===== config.mk =====
export PLATFORM = sky130hd
export DESIGN_NAME = dbg_halt_ctrl
export DESIGN_NICKNAME = d
export VERILOG_FILES = /design/src/rtl/dbg_halt_pkg.sv /design/src/rtl/dbg_halt_ctl.sv /design/src/rtl/dbg_halt_dp.sv /design/src/rtl/dbg_halt_ctrl.sv
export SDC_FILE = /design/constraint.sdc
export NUM_CORES = 1
export LEC_CHECK = 0
export BUFFER_PORTS_ARGS = -buffer_cell sky130_fd_sc_hd__buf_2
export CAP_MARGIN = 10
export CORE_MARGIN = 2
export CORE_UTILIZATION = 49
export CTS_BUF_LIST = sky130_fd_sc_hd__clkbuf_2 sky130_fd_sc_hd__clkbuf_4 sky130_fd_sc_hd__clkbuf_8
export DETAILED_ROUTE_END_ITERATION = 8
export PLACE_DENSITY = 0.95
export SKIP_LAST_GASP = 1
export SLEW_MARGIN = 20
export SYNTH_ARGS = -nofsm -noshare
export SYNTH_HDL_FRONTEND = slang
export SYNTH_SLANG_ARGS = --single-unit

===== constraint.sdc =====
create_clock -name clk -period 3.75 [get_ports clk]
set_clock_uncertainty 0.1 [all_clocks]
set_input_delay 0.375 -clock clk [delete_from_list [all_inputs] [get_ports clk]]
set_output_delay 0.375 -clock clk [all_outputs]
set_load 0.02 [all_outputs]

===== src/rtl/dbg_halt_pkg.sv =====
package dbg_halt_pkg;
  localparam int CTRL_BREAK_BIT  = 0;
  localparam int CTRL_RESUME_BIT = 1;
  localparam int CTRL_STEP_BIT   = 2;
  localparam int CTRL_MASK_LSB   = 8;
  localparam int WIN_LSB         = 21;

  typedef enum logic [1:0] {
    REG_CTRL = 2'd0,
    REG_PC   = 2'd1,
    REG_NPC  = 2'd2,
    REG_NONE = 2'd3
  } regIdx_e;

  typedef struct packed {
    logic saveState;
    logic wrPc;
    logic wrNpc;
    logic rdCtrl;
    logic rdPc;
    logic rdNpc;
  } dpStrobe_t;
endpackage


===== src/rtl/dbg_halt_ctl.sv =====
module dbg_halt_ctl
  import dbg_halt_pkg::*;
#(
  parameter int ADDR_W       = 32,
  parameter int DATA_W       = 32,
  parameter int TRAP_CLASSES = 8,
  parameter logic [ADDR_W-1:0] WIN_BASE = 32'h9000_0000
) (
  input  logic                            clk,
  input  logic                            rstN,
  input  logic                            dbgEnable,
  input  logic                            extBreak,
  input  logic                            swBreak,
  input  logic                            hwWatchHit,
  input  logic                            errTrap,
  input  logic                            trapValid,
  input  logic [$clog2(TRAP_CLASSES)-1:0] trapClass,
  input  logic                            duBreakHit,
  input  logic                            retirePulse,
  input  logic                            busSel,
  input  logic                            busWrite,
  input  logic [ADDR_W-1:0]               busAddr,
  input  logic [DATA_W-1:0]               busWdata,
  output logic                            dbgMode,
  output logic [DATA_W-1:0]               ctrlWord,
  output dpStrobe_t                       strb
);
  localparam logic [DATA_W-1:0] WR_MASK =
      (DATA_W'((1 << TRAP_CLASSES) - 1) << CTRL_MASK_LSB)
    | (DATA_W'(1) << CTRL_BREAK_BIT)
    | (DATA_W'(1) << CTRL_STEP_BIT);

  logic              dbgModeQ, extPrevQ, stepSeenQ;
  logic [DATA_W-1:0] ctrlQ, ctrlD;
  logic              winHit, accessCtrl, accessPc, accessNpc, wrCtrl;
  logic              resumeReq, extRise, trapHit, stepHit, anySrc, enterReq;
  regIdx_e           regIdx;

  // Address decode: upper bits select the window, low bits the register
  always_comb begin
    winHit = busSel
          && (busAddr[ADDR_W-1:WIN_LSB] == WIN_BASE[ADDR_W-1:WIN_LSB])
          && (busAddr[WIN_LSB-1:4] == '0)
          && (busAddr[1:0] == 2'b00);
    regIdx = regIdx_e'(busAddr[3:2]);
  end

  assign accessCtrl = winHit && (regIdx == REG_CTRL);
  assign accessPc   = winHit && (regIdx == REG_PC)  && dbgModeQ;
  assign accessNpc  = winHit && (regIdx == REG_NPC) && dbgModeQ;
  assign wrCtrl     = accessCtrl && busWrite;
  assign resumeReq  = wrCtrl && busWdata[CTRL_RESUME_BIT] && dbgModeQ;

  // Merge of halt sources
  assign extRise  = extBreak && !extPrevQ;
  assign trapHit  = trapValid && ctrlQ[CTRL_MASK_LSB + int'(trapClass)];
  assign stepHit  = ctrlQ[CTRL_STEP_BIT] && stepSeenQ && retirePulse;
  assign anySrc   = swBreak || hwWatchHit || extRise || ctrlQ[CTRL_BREAK_BIT]
                 || errTrap || trapHit || stepHit || duBreakHit;
  assign enterReq = dbgEnable && !dbgModeQ && anySrc;

  always_comb begin
    ctrlD = wrCtrl ? (busWdata & WR_MASK) : ctrlQ;
    if (enterReq) ctrlD[CTRL_BREAK_BIT] = 1'b0;
  end

  always_ff @(posedge clk) begin
    if (!rstN) begin
      dbgModeQ  <= 1'b0;
      extPrevQ  <= 1'b0;
      stepSeenQ <= 1'b0;
      ctrlQ     <= '0;
    end else begin
      extPrevQ <= extBreak;
      ctrlQ    <= ctrlD;
      if (enterReq)       dbgModeQ <= 1'b1;
      else if (resumeReq) dbgModeQ <= 1'b0;
      if (dbgModeQ)                                stepSeenQ <= 1'b0;
      else if (retirePulse && ctrlQ[CTRL_STEP_BIT]) stepSeenQ <= 1'b1;
    end
  end

  assign dbgMode  = dbgModeQ;
  assign ctrlWord = ctrlQ;
  always_comb begin
    strb.saveState = enterReq;
    strb.wrPc      = accessPc  && busWrite;
    strb.wrNpc     = accessNpc && busWrite;
    strb.rdCtrl    = accessCtrl;
    strb.rdPc      = accessPc;
    strb.rdNpc     = accessNpc;
  end

  p_enable_gate_r1: assert property (@(posedge clk) disable iff (!rstN)
    $rose(dbgModeQ) |-> $past(dbgEnable));
  p_direct_src_r2: assert property (@(posedge clk) disable iff (!rstN)
    (dbgEnable && !dbgModeQ && (swBreak || hwWatchHit || errTrap || duBreakHit)) |=> dbgModeQ);
  p_halted_stays_r6: assert property (@(posedge clk) disable iff (!rstN)
    (dbgModeQ && !(busSel && busWrite)) |=> dbgModeQ);
  p_resume_r8: assert property (@(posedge clk) disable iff (!rstN)
    (dbgModeQ && busSel && busWrite && busAddr == WIN_BASE && busWdata[CTRL_RESUME_BIT]) |=> !dbgModeQ);
  p_break_clear_r9: assert property (@(posedge clk) disable iff (!rstN)
    $rose(dbgModeQ) |-> !ctrlQ[CTRL_BREAK_BIT]);
endmodule


===== src/rtl/dbg_halt_dp.sv =====
module dbg_halt_dp
  import dbg_halt_pkg::*;
#(
  parameter int DATA_W = 32
) (
  input  logic              clk,
  input  logic              rstN,
  input  dpStrobe_t         strb,
  input  logic [DATA_W-1:0] curPc,
  input  logic [DATA_W-1:0] curNpc,
  input  logic [DATA_W-1:0] busWdata,
  input  logic [DATA_W-1:0] ctrlWord,
  output logic [DATA_W-1:0] busRdata,
  output logic [DATA_W-1:0] savedPc,
  output logic [DATA_W-1:0] savedNpc
);
  logic [DATA_W-1:0] savedPcQ, savedNpcQ;

  always_ff @(posedge clk) begin
    if (!rstN) begin
      savedPcQ  <= '0;
      savedNpcQ <= '0;
    end else begin
      if (strb.saveState)  savedPcQ  <= curPc;
      else if (strb.wrPc)  savedPcQ  <= busWdata;
      if (strb.saveState)  savedNpcQ <= curNpc;
      else if (strb.wrNpc) savedNpcQ <= busWdata;
    end
  end

  always_comb begin
    busRdata = '0;
    if (strb.rdCtrl) busRdata = ctrlWord;
    if (strb.rdPc)   busRdata = savedPcQ;
    if (strb.rdNpc)  busRdata = savedNpcQ;
  end

  assign savedPc  = savedPcQ;
  assign savedNpc = savedNpcQ;

  p_capture_r5: assert property (@(posedge clk) disable iff (!rstN)
    strb.saveState |=> (savedPcQ == $past(curPc)) && (savedNpcQ == $past(curNpc)));
  p_state_locked_r7: assert property (@(posedge clk) disable iff (!rstN)
    (!strb.saveState && !strb.wrPc && !strb.wrNpc) |=> $stable(savedPcQ) && $stable(savedNpcQ));
  p_one_reader_r11: assert property (@(posedge clk) disable iff (!rstN)
    $onehot0({strb.rdCtrl, strb.rdPc, strb.rdNpc}));
endmodule


===== src/rtl/dbg_halt_ctrl.sv =====
module dbg_halt_ctrl
  import dbg_halt_pkg::*;
#(
  parameter int ADDR_W       = 32,
  parameter int DATA_W       = 32,
  parameter int TRAP_CLASSES = 8,
  parameter logic [ADDR_W-1:0] WIN_BASE = 32'h9000_0000,
  localparam int CLS_W = $clog2(TRAP_CLASSES)
) (
  input  logic              clk,
  input  logic              rstN,
  input  logic              dbgEnable,
  input  logic              extBreak,
  input  logic              swBreak,
  input  logic              hwWatchHit,
  input  logic              errTrap,
  input  logic              trapValid,
  input  logic [CLS_W-1:0]  trapClass,
  input  logic              duBreakHit,
  input  logic              retirePulse,
  input  logic [DATA_W-1:0] curPc,
  input  logic [DATA_W-1:0] curNpc,
  input  logic              busSel,
  input  logic              busWrite,
  input  logic [ADDR_W-1:0] busAddr,
  input  logic [DATA_W-1:0] busWdata,
  output logic [DATA_W-1:0] busRdata,
  output logic              pipeHold,
  output logic              debugActive,
  output logic [DATA_W-1:0] savedPc,
  output logic [DATA_W-1:0] savedNpc
);
  logic              dbgMode;
  logic [DATA_W-1:0] ctrlWord;
  dpStrobe_t         strb;

  dbg_halt_ctl #(
    .ADDR_W(ADDR_W), .DATA_W(DATA_W), .TRAP_CLASSES(TRAP_CLASSES), .WIN_BASE(WIN_BASE)
  ) u_ctl (
    .clk(clk), .rstN(rstN), .dbgEnable(dbgEnable), .extBreak(extBreak),
    .swBreak(swBreak), .hwWatchHit(hwWatchHit), .errTrap(errTrap),
    .trapValid(trapValid), .trapClass(trapClass), .duBreakHit(duBreakHit),
    .retirePulse(retirePulse), .busSel(busSel), .busWrite(busWrite),
    .busAddr(busAddr), .busWdata(busWdata), .dbgMode(dbgMode),
    .ctrlWord(ctrlWord), .strb(strb)
  );

  dbg_halt_dp #(.DATA_W(DATA_W)) u_dp (
    .clk(clk), .rstN(rstN), .strb(strb), .curPc(curPc), .curNpc(curNpc),
    .busWdata(busWdata), .ctrlWord(ctrlWord), .busRdata(busRdata),
    .savedPc(savedPc), .savedNpc(savedNpc)
  );

  assign pipeHold    = dbgMode;
  assign debugActive = dbgMode;
endmodule


==> results.md, run 1 <==
- Layout area overhead: 34.8%
- Layout cells sized above 1: between 30% and 40%
- I/O Pins: around 240
- Final ANT Viol Nets: 0
- Worst vdd ir: ~180 uV
- Hold buffers post-CTS: 0
- Die ar.: ~9000 sq um
- Final WS setup: 820 ps
- CP required: about 3300 ps
- CTS max path bufs: 2
- Yosys top cell area share: a little under two fifths
- Vias in the first global route: between 4k and 5k
- Syn. warnings: 0
- Clk_lat worst skew: approximately 330 ps
- H-Tree Depth: 3
- GRT Util Overall: between 30% and 40%
- Post-Layout Cell Count: ~800
- Unrepaired setup endpoints after global routing: false
- Sequential share of the synthesized area: a little under two fifths
- Input/output buffers: 240
- Setup Buffers After CTS: 0
- Largest cells by area after synthesis: dfxtp_1, nand2_1, o31ai_1
- Fin crit period: just under 3000 ps
- Largest net degree at the start of global routing: 66
- Final period util: about four fifths
- Fmax: roughly 340 MHz
- Placement Setup Slack: 748 ps
- Synth Register Bits: just under 80
- HP Class: primary input to flip-flop
- Endpoints failing hold: 0
- Worst Reg-to-Reg Cells: 6
- Final Max Tran Viols: 0
- CORE AREA: between 8000 and 9000 sq um
- CP endpoint: busRdata[8]
- Worst R2R Start: u_ctl.ctrlWord[8]
- DRT Pass-1 Iters: 5
- DRT iter0 DRCs: roughly 280
- Mapped cell area: 4060 sq um
- Row count: 33
- Worst-margin pin slew: ~1000 ps
- Final #Nets: approximately 860
- DRC errors left: 0
- CP Launch Type: primary input
- Crit end category: output port
- Net Count, Synth: 645
- Most common cell after layout, fill and taps aside: buf_2
- Count of cell types in the netlist: 33
- # setup viols final: 0
- Power Dens Cells: about 350 nW/um^2
- First-pass GRT wire length: 23100 um
- Post-synthesis cell count: 502
- Fillers: 677
- Sink Count: 77
- Max_cap viols: 0
- Clock-pin slew on the worst setup and hold paths: about 70 ps
- # resized after CTS: 0
- Number of instances in the placed design: 809
- Normalized max-slew margin: between 30 and 40%
- Most frequent cells in the layout: buf_2, nand2_1, dfxtp_1, o31ai_1, a31oi_1
- Die width: around 95 um
- Root Driver: clkbuf_8
- CP max FO: 24
- CP Class: primary input to output port
- Final setup TNS: 0 ps
- Area leader, netlist: dfxtp_1
- Avg WL per Cell: 18.2 um
- Status: complete, no violations
- RD Place Congestion: around 0.86
- FF-to-FF setup slack: between 1000 and 1500 ps
- Crit path launch: busAddr[7]
- FF-to-FF End: u_dp.savedPc[5]
- Total wire length: roughly 15000 um
- CTS tree: yes
- DIE HEIGHT: around 95 um
- Pleak: 2.52 nW
- Post-Syn Area per Cell: ~8 sq um
- Grt total ovfl: 0
- Via/cell ratio: 6.07
- Final HPWL DP: 10500 um
- Antenna violations before repair: 0
- Vias: about 5k
- CP arrival: between 2000 and 2500 ps
- Initial Utilization: between 40% and 50%
- Num CTS Buffers: 9
-- cell type report --
cell class / count / area (sq um) / share of cell area [%]
timing repair buffer: 255 / 1330 / 24.2
antenna: 1 / 2.50 / 0.0457
sequential: 77 / 1540 / 28.1
inverter: 12 / 45.0 / 0.822
multi-input combinational: 360 / 2260 / 41.3
clock inverter: 2 / 10.0 / 0.183
clock buffer: 12 / 159 / 2.90
tap: 105 / 131 / 2.40
-- critical path: stages --
cell and delay [ps]:
buf_2 90, nor4_1 340, nand4_2 400, nor4_4 400
buf_4 360, a221oi_1 100, a21oi_1 180, buf_2 200
-- power by group --
| part | total (mW) | switching (mW) | internal (mW) |
|---|---|---|---|
| sequential | 0.932 | 0.0515 | 0.880 |
| clock | 0.559 | 0.284 | 0.275 |
| combinational | 0.407 | 0.248 | 0.159 |
-- how the worst min path moves through the flow --
stage	to	cells after the start	slack (ps)	from
6_report	u_ctl.extPrevQ	2	160	extBreak
4_1_cts	u_ctl.extPrevQ	2	140	extBreak
5_1_grt	u_ctl.extPrevQ	2	150	extBreak
3_3_place_gp	u_dp.savedPc[17]	2	370	u_dp.savedPc[17]
2_1_floorplan	u_ctl.stepSeenQ	2	390	u_ctl.stepSeenQ
3_5_place_dp	u_dp.savedPc[9]	2	380	u_dp.savedPc[9]
-- per-layer routing --
metal	global-route usage, %	vias up	routed length [um]
li1	-	2293	-
met4	15.6	0	427
met3	7.83	42	1740
met2	54.6	354	7220
met1	39.5	2314	5630
met5	0	-	0
-- cell usage after synthesis (all sizes together) --
library cell,number
nor2,3
or2,1
nor3,2
o31ai,64
clkbuf,25
a22o,22
and3,1
nor4bb,1
mux4,1
nor2b,10
nand2b,3
buf,28
o21a,1
or4,2
a2bb2oi,1
and2,1
a31oi,65
nor4b,2
nor3b,1
nand3,2
mux2i,11
mux2,1
a221oi,10
nand2,130
nand4,3
a21oi,12
dfxtp,77
inv,12
nor4,10
-- cells by family after synthesis --
logic type / after synthesis / share of synthesized area (%)
compound gates: 175 / 30.6
simple gates: 172 / 20.0
flops: 77 / 37.9
buf+inv: 65 / 7.91
mux: 13 / 3.54
-- state kept, by name, summed over array words and instances (netlist names) --
register,flops
u_dp.savedPc,32
u_ctl.extPrevQ,1
u_ctl.dbgMode,1
u_ctl.ctrlWord,10
u_dp.savedNpc,32
u_ctl.stepSeenQ,1
-- metrics by stage --
| stage | util [%] | area, sq um | power, mW | hold slack (ps) |
|---|---|---|---|---|
| 3_5_place_dp | 65.2 | 5310 | 1.35 | 381 |
| 3_3_place_gp | 65.2 | 5310 | 1.33 | 369 |
| 6_report | 67.4 | 5480 | 1.90 | 158 |
| 2_1_floorplan | - | 4060 | 1.16 | 391 |
| 4_1_cts | 67.3 | 5480 | 1.90 | 140 |
| 5_1_grt | 67.3 | 5480 | 1.98 | 155 |
Note: power is estimated with default switching activity, not from simulation.
==> run 2: changes to the inputs <==
- ABC_AREA: unset -> 1
- PLACE_DENSITY: 0.95 -> 0.9
- clock period: 3.75 -> 2.87 ns (I/O delays scaled with it)
==> run 2 against run 1 <==
  * Critical path type is now flip-flop to output port
  * Register-to-register slack worse by 700 ps
  * Worst setup slack worse by 570 ps
  * Clock power up 71%
  * Highest routed layer unchanged
==> results.md, run 2 <==
- Largest family of logic cells by synthesized area: simple AND/OR/NAND/NOR gates
- Final Max Tran Viols: 0
- Status: complete, no violations
- Top-count cell post-synth: nand2_1
- Worst vdd ir: about 250 uV
- GR Layer Usage met3: ~4.7%
- Final #Nets: 1221
- Antenna violations before repair: 2
- Met2 Track Usage GR: ~48%
- Crit path cell chain: inv_1 -> nor3_2 -> inv_1 -> nand3_1 -> o21ai_0 -> buf_2
- Largest cells by area after synthesis: dfxtp_1, nand2_1, nand3_1
- Clock network power share: approximately 33%
- Post-synthesis cell count: roughly 870
- Die ar.: between 10000 and 15000 sq um
- Synth Register Bits: 77
- FF-to-FF setup slack: around 590 ps
- Die width: ~110 um
- # resized after CTS: 0
- Slowest stage cell on the critical path: inv_1
- Row count: 37
- CP Launch Type: flip-flop
- Syn. warnings: 0
- Grt total ovfl: 0
- Final ANT Viol Nets: 0
- Async S/R FF share, synth: 0%
- Vias in the first global route: between 5k and 6k
- CP required: 2480 ps
- CP Class: flip-flop to output port
- Compound-cell area share of the yosys netlist: roughly a tenth
- DIE HEIGHT: 107 um
- Vias: 6322
- Via/cell ratio: ~5.2
- Grt peak-use layer: met2
- Final period util: 91.2%
- Synth top cells by count: nand2_1, nor2_1, nand3_1, inv_1, dfxtp_1
- GRT Util Overall: approximately 29%
- Sequential Power Share: between 40% and 50%
- Avg WL per Cell: around 14 um
- # setup viols final: 0
- DRT Pass-1 Iters: 5
- Input/output buffers: 240
- Num CTS Buffers: 9
- Cell-internal power: roughly 2.0 mW
- HP Class: primary input to flip-flop
- Max_cap viols: 0
- CORE AREA: slightly above 10000 sq um
- Psw: 0.928 mW
- CTS tree: yes
- Layout cells sized above 1: about a quarter
- Yosys top cell area share: between 20% and 30%
- Clk_lat worst skew: ~360 ps
- Crit end category: output port
- Mux contribution to synthesized area: 0%
- I/O Pins: 241
- Hold buffers post-CTS: 0
- Area share of fa/ha/maj cells after synthesis: 0%
- Initial Utilization: 50.4%
- Post-synth EDFFs: 0
- Setup Buffers After CTS: 0
- Final HPWL DP: between 10000 and 15000 um
- CP max FO: 22
- Fin crit period: 2620 ps
- Clock-pin slew on the worst setup and hold paths: around 80 ps
- Most frequent cells in the layout: buf_2, nand2_1, nor2_1, nand3_1, inv_1
- Final setup TNS: 0 ps
- Total wire length: roughly 17000 um
- Part of the power in combinational logic: between 20% and 30%
- Most common cell after layout, fill and taps aside: buf_2
- CTS max path bufs: 2
- Synth Area in XOR/XNOR: 0%
- H-Tree Depth: 3
- Layout area overhead: 27.3%
- Area leader, netlist: dfxtp_1
- CP arrival: around 2200 ps
- First-pass GRT wire length: roughly 26000 um
- DRC errors left: 0
- Pleak: between 3 and 4 nW
- Unrepaired setup endpoints after global routing: false
- Worst hold slack: just over 30 ps
- Sink Count: a little under 80
- Post-Synth Simple-Gate Area: ~44%
- Grt met1 use: between 30% and 40%
- Net Count, Synth: approximately 1.0k
- Most used cell, CP: inv_1
- Power Dens Cells: around 440 nW/um^2
- Sequential share of the synthesized area: about 30%
- DRT iter0 DRCs: 430
- Mapped cell area: slightly above 5000 sq um
- Sw Share: about a third
- Endpoints failing hold: 0
- Worst path max stage delay: roughly 470 ps
- Largest net degree at the start of global routing: 65
- Root Driver: clkbuf_8
- Worst-margin pin slew: 859 ps
- Post-Syn Area per Cell: between 5 and 6 sq um
- Count of cell types in the netlist: 24
- Normalized max-slew margin: around 43%
- Fmax: between 300 and 400 MHz
- RD Place Congestion: between 0.9 and 1
- Main synth FF type: dfxtp_1
[run 2: kinds of logic after synthesis]
| group | Yosys count |
|---|---|
| AOI/OAI and AO/OA | 110 |
| buffers and inverters | 186 |
| DFF | 77 |
| and+or+nand+nor | 501 |
[run 2: area by class of cell]
type / count / area [sq um]
Inverter: 124 / 465
Sequential cell: 77 / 1540
Multi-Input combinational cell: 611 / 2840
Antenna cell: 2 / 5.00
Clock inverter: 5 / 83.8
Tap cell: 136 / 170
Timing Repair Buffer: 255 / 1360
Fill cell: 992 / 3700
Clock buffer: 11 / 145
[run 2: power by group through the flow]
stage | logic [mW] | clock network, mW | registers [mW]
2_1_floorplan | 0.384 | 0 | 1.31
3_3_place_gp | 0.715 | 0 | 1.22
3_5_place_dp | 0.724 | 0 | 1.22
4_1_cts | 0.727 | 0.966 | 1.20
5_1_grt | 0.816 | 1.01 | 1.21
6_report | 0.729 | 0.956 | 1.20
[run 2: layer usage]
layer | up-vias | part of all wire (%)
li1 | 3169 | -
met1 | 2798 | 42
met2 | 312 | 47
met3 | 43 | 8.0
met4 | 0 | 3.1
met5 | - | 0
[run 2: per-stage QoR]
step	total power, mW	std cells	setup WS, ps	instance area [sq um]	util (%)
floorplan	1.69	874	765	5200	-
global placement	1.93	1203	562	6380	61.8
detailed placement	1.95	1203	524	6380	61.8
CTS	2.89	1219	264	6610	64.1
global route	3.03	1221	73.3	6620	64.1
finish	2.89	1221	254	6620	64.1
[run 2: worst paths after layout]
check,from,to,cells past startpoint
setup / recovery,u_ctl.dbgMode,busRdata[24],6
hold / removal,extBreak,u_ctl.extPrevQ,3
setup reg to reg,u_ctl.dbgMode,u_dp.savedPc[28],8
hold reg to reg,u_ctl.stepSeenQ,u_ctl.stepSeenQ,2
[run 2: worst max-delay path, delay by kind of cell (launching register included)]
kind	cells	cell delay, ps
buffers and inverters	3	760
flip-flops	1	450
AND/OR/NAND/NOR	2	570
AO/OA/AOI/OAI	1	100
==> run 3: changes to the inputs <==
- MAX_ROUTING_LAYER: unset -> met4
==> run 3 against run 2 <==
  * Via count shrank 0.14%
  * Fmax grew 0.29%
  * Global-route usage grew 0.79 points
  * Clock power hardly changed
  * Critical endpoint unchanged
==> results.md, run 3 (same netlist as run 2, synthesis figures left out) <==
- I/O Pins: ~240
- Die width: about 110 um
- Fillers: 992
- Most frequent cells in the layout: buf_2, nand2_1, nor2_1, nand3_1, inv_1
- Met2 wire length: roughly 8100 um
- Max_cap viols: 0
- Setup Buffers After CTS: 0
- Root Driver: clkbuf_8
- Row count: 37
- FF-to-FF End: u_dp.savedPc[9]
- Layout cells sized above 1: between 20 and 30%
- Grt total ovfl: 0
- Endpoints failing hold: 0
- H-Tree Depth: 3
- Status: complete, no violations
- FF-to-FF setup slack: 590 ps
- DRT Pass-1 Iters: 5
- Final #Nets: 1221
- DIE HEIGHT: around 110 um
- CTS max path bufs: 2
- Pleak: approximately 3.7 nW
- CORE AREA: between 10000 and 15000 sq um
- Hold buffers post-CTS: 0
- CTS tree: yes
- Input/output buffers: 240
- DRT iter0 DRCs: 420
- Normalized max-slew margin: a little over two fifths
- Vias in the first global route: around 5.5k
- Final period util: 90.9%
- Worst vdd ir: around 250 uV
- Endpoint, Worst Hold: u_ctl.extPrevQ
- Fmax: about 380 MHz
- Initial Utilization: 50.4%
- Number of instances in the placed design: about 1.2k
- Crit end category: output port
- Avg WL per Cell: about 14 um
- Post-Layout Cell Count: around 1.2k
- Wire length on met3: ~1300 um
- Worst R2R Start: u_ctl.dbgMode
- Largest net degree at the start of global routing: between 60 and 70
- Antenna violations before repair: 2
- CP Launch Type: flip-flop
- Final ANT Viol Nets: 0
- Unrepaired setup endpoints after global routing: false
- CP required: 2480 ps
- Final Max Tran Viols: 0
- Vias: roughly 6.3k
- Final HPWL DP: 12000 um
- Layout area overhead: 27.3%
- Via/cell ratio: ~5.2
- Clk_lat worst skew: roughly 350 ps
- Power Dens Cells: between 400 and 500 nW/um^2
- Power Total: between 2 and 3 mW
- Clock-pin slew on the worst setup and hold paths: around 80 ps
- First-pass GRT wire length: roughly 26000 um
- # resized after CTS: 0
- DRC errors left: 0
- Die ar.: approximately 11000 sq um
- Worst hold slack: 33.7 ps
- Final Core Density: between 60% and 70%
- Total wire length: approximately 17000 um
- Fin crit period: roughly 2600 ps
- CP arrival: approximately 2200 ps
- HP Start: extBreak
- Num CTS Buffers: 9
- Most common cell after layout, fill and taps aside: buf_2
- Met1 Wirelength: between 7000 and 8000 um
- CP Class: flip-flop to output port
- Final setup TNS: 0 ps
- Sink Count: 77
- HP Class: primary input to flip-flop
- Worst-margin pin slew: between 800 and 900 ps
- RD Place Congestion: around 0.93
- # setup viols final: 0
- CP max FO: 22
- DR top layer: met4
- Min-Delay Path Depth: 3
- GRT Util Overall: approximately 30%
- Worst Reg-to-Reg Cells: 8
## run 3: cell counts in the layout (fill, tap and decap cells not counted)
Identical to the previous run, type by type.
## run 3: where the power goes
part           internal (mW)  switching (mW)  total, mW  leakage, nW
logic                  0.286           0.442      0.728         2.97
clock network          0.526           0.429      0.955        0.109
registers               1.15          0.0537       1.20        0.634
total                   1.96           0.925       2.88         3.71
## run 3: how the worst max path moves through the flow
stage,from,endpoint,slack (ps),depth (start not counted)
4_1_cts,u_ctl.dbgMode,busRdata[21],260,6
3_5_place_dp,busAddr[7],busRdata[13],520,12
5_1_grt,u_ctl.dbgMode,busRdata[21],70,6
6_report,u_ctl.dbgMode,busRdata[24],260,6
2_1_floorplan,u_ctl.dbgMode,busRdata[20],760,5
3_3_place_gp,busAddr[9],busRdata[13],560,12
## run 3: stage by stage
step	setup slack (ps)	area (sq um)
4_1_cts	264	6610
5_1_grt	73.3	6620
6_report	261	6620
2_1_floorplan	765	5200
3_5_place_dp	524	6380
3_3_place_gp	562	6380
## run 3: worst max-delay path: stages, from the launching register on
cell     delay (ps)
dfxtp_1         450
inv_1           140
nor3_2          330
inv_1           460
nand3_1         240
o21ai_0         100
buf_2           160
## run 3: routing by layer
| metal | vias up | GRT usage (%) |
|---|---|---|
| met1 | 2795 | 36.1 |
| li1 | 3169 | - |
| met5 | - | - |
| met4 | 0 | 13.0 |
| met2 | 309 | 48.2 |
| met3 | 40 | 4.56 |
## run 3: layout make-up
cell class,instances,area (sq um),area share [%]
Tap cell,136,170,2.57
Clock buffer,11,145,2.19
Antenna cell,2,5.00,0.0756
Timing Repair Buffer,255,1360,20.6
Sequential cell,77,1540,23.3
Multi-Input combinational cell,611,2840,43.0
Clock inverter,5,83.8,1.27
Inverter,124,465,7.03
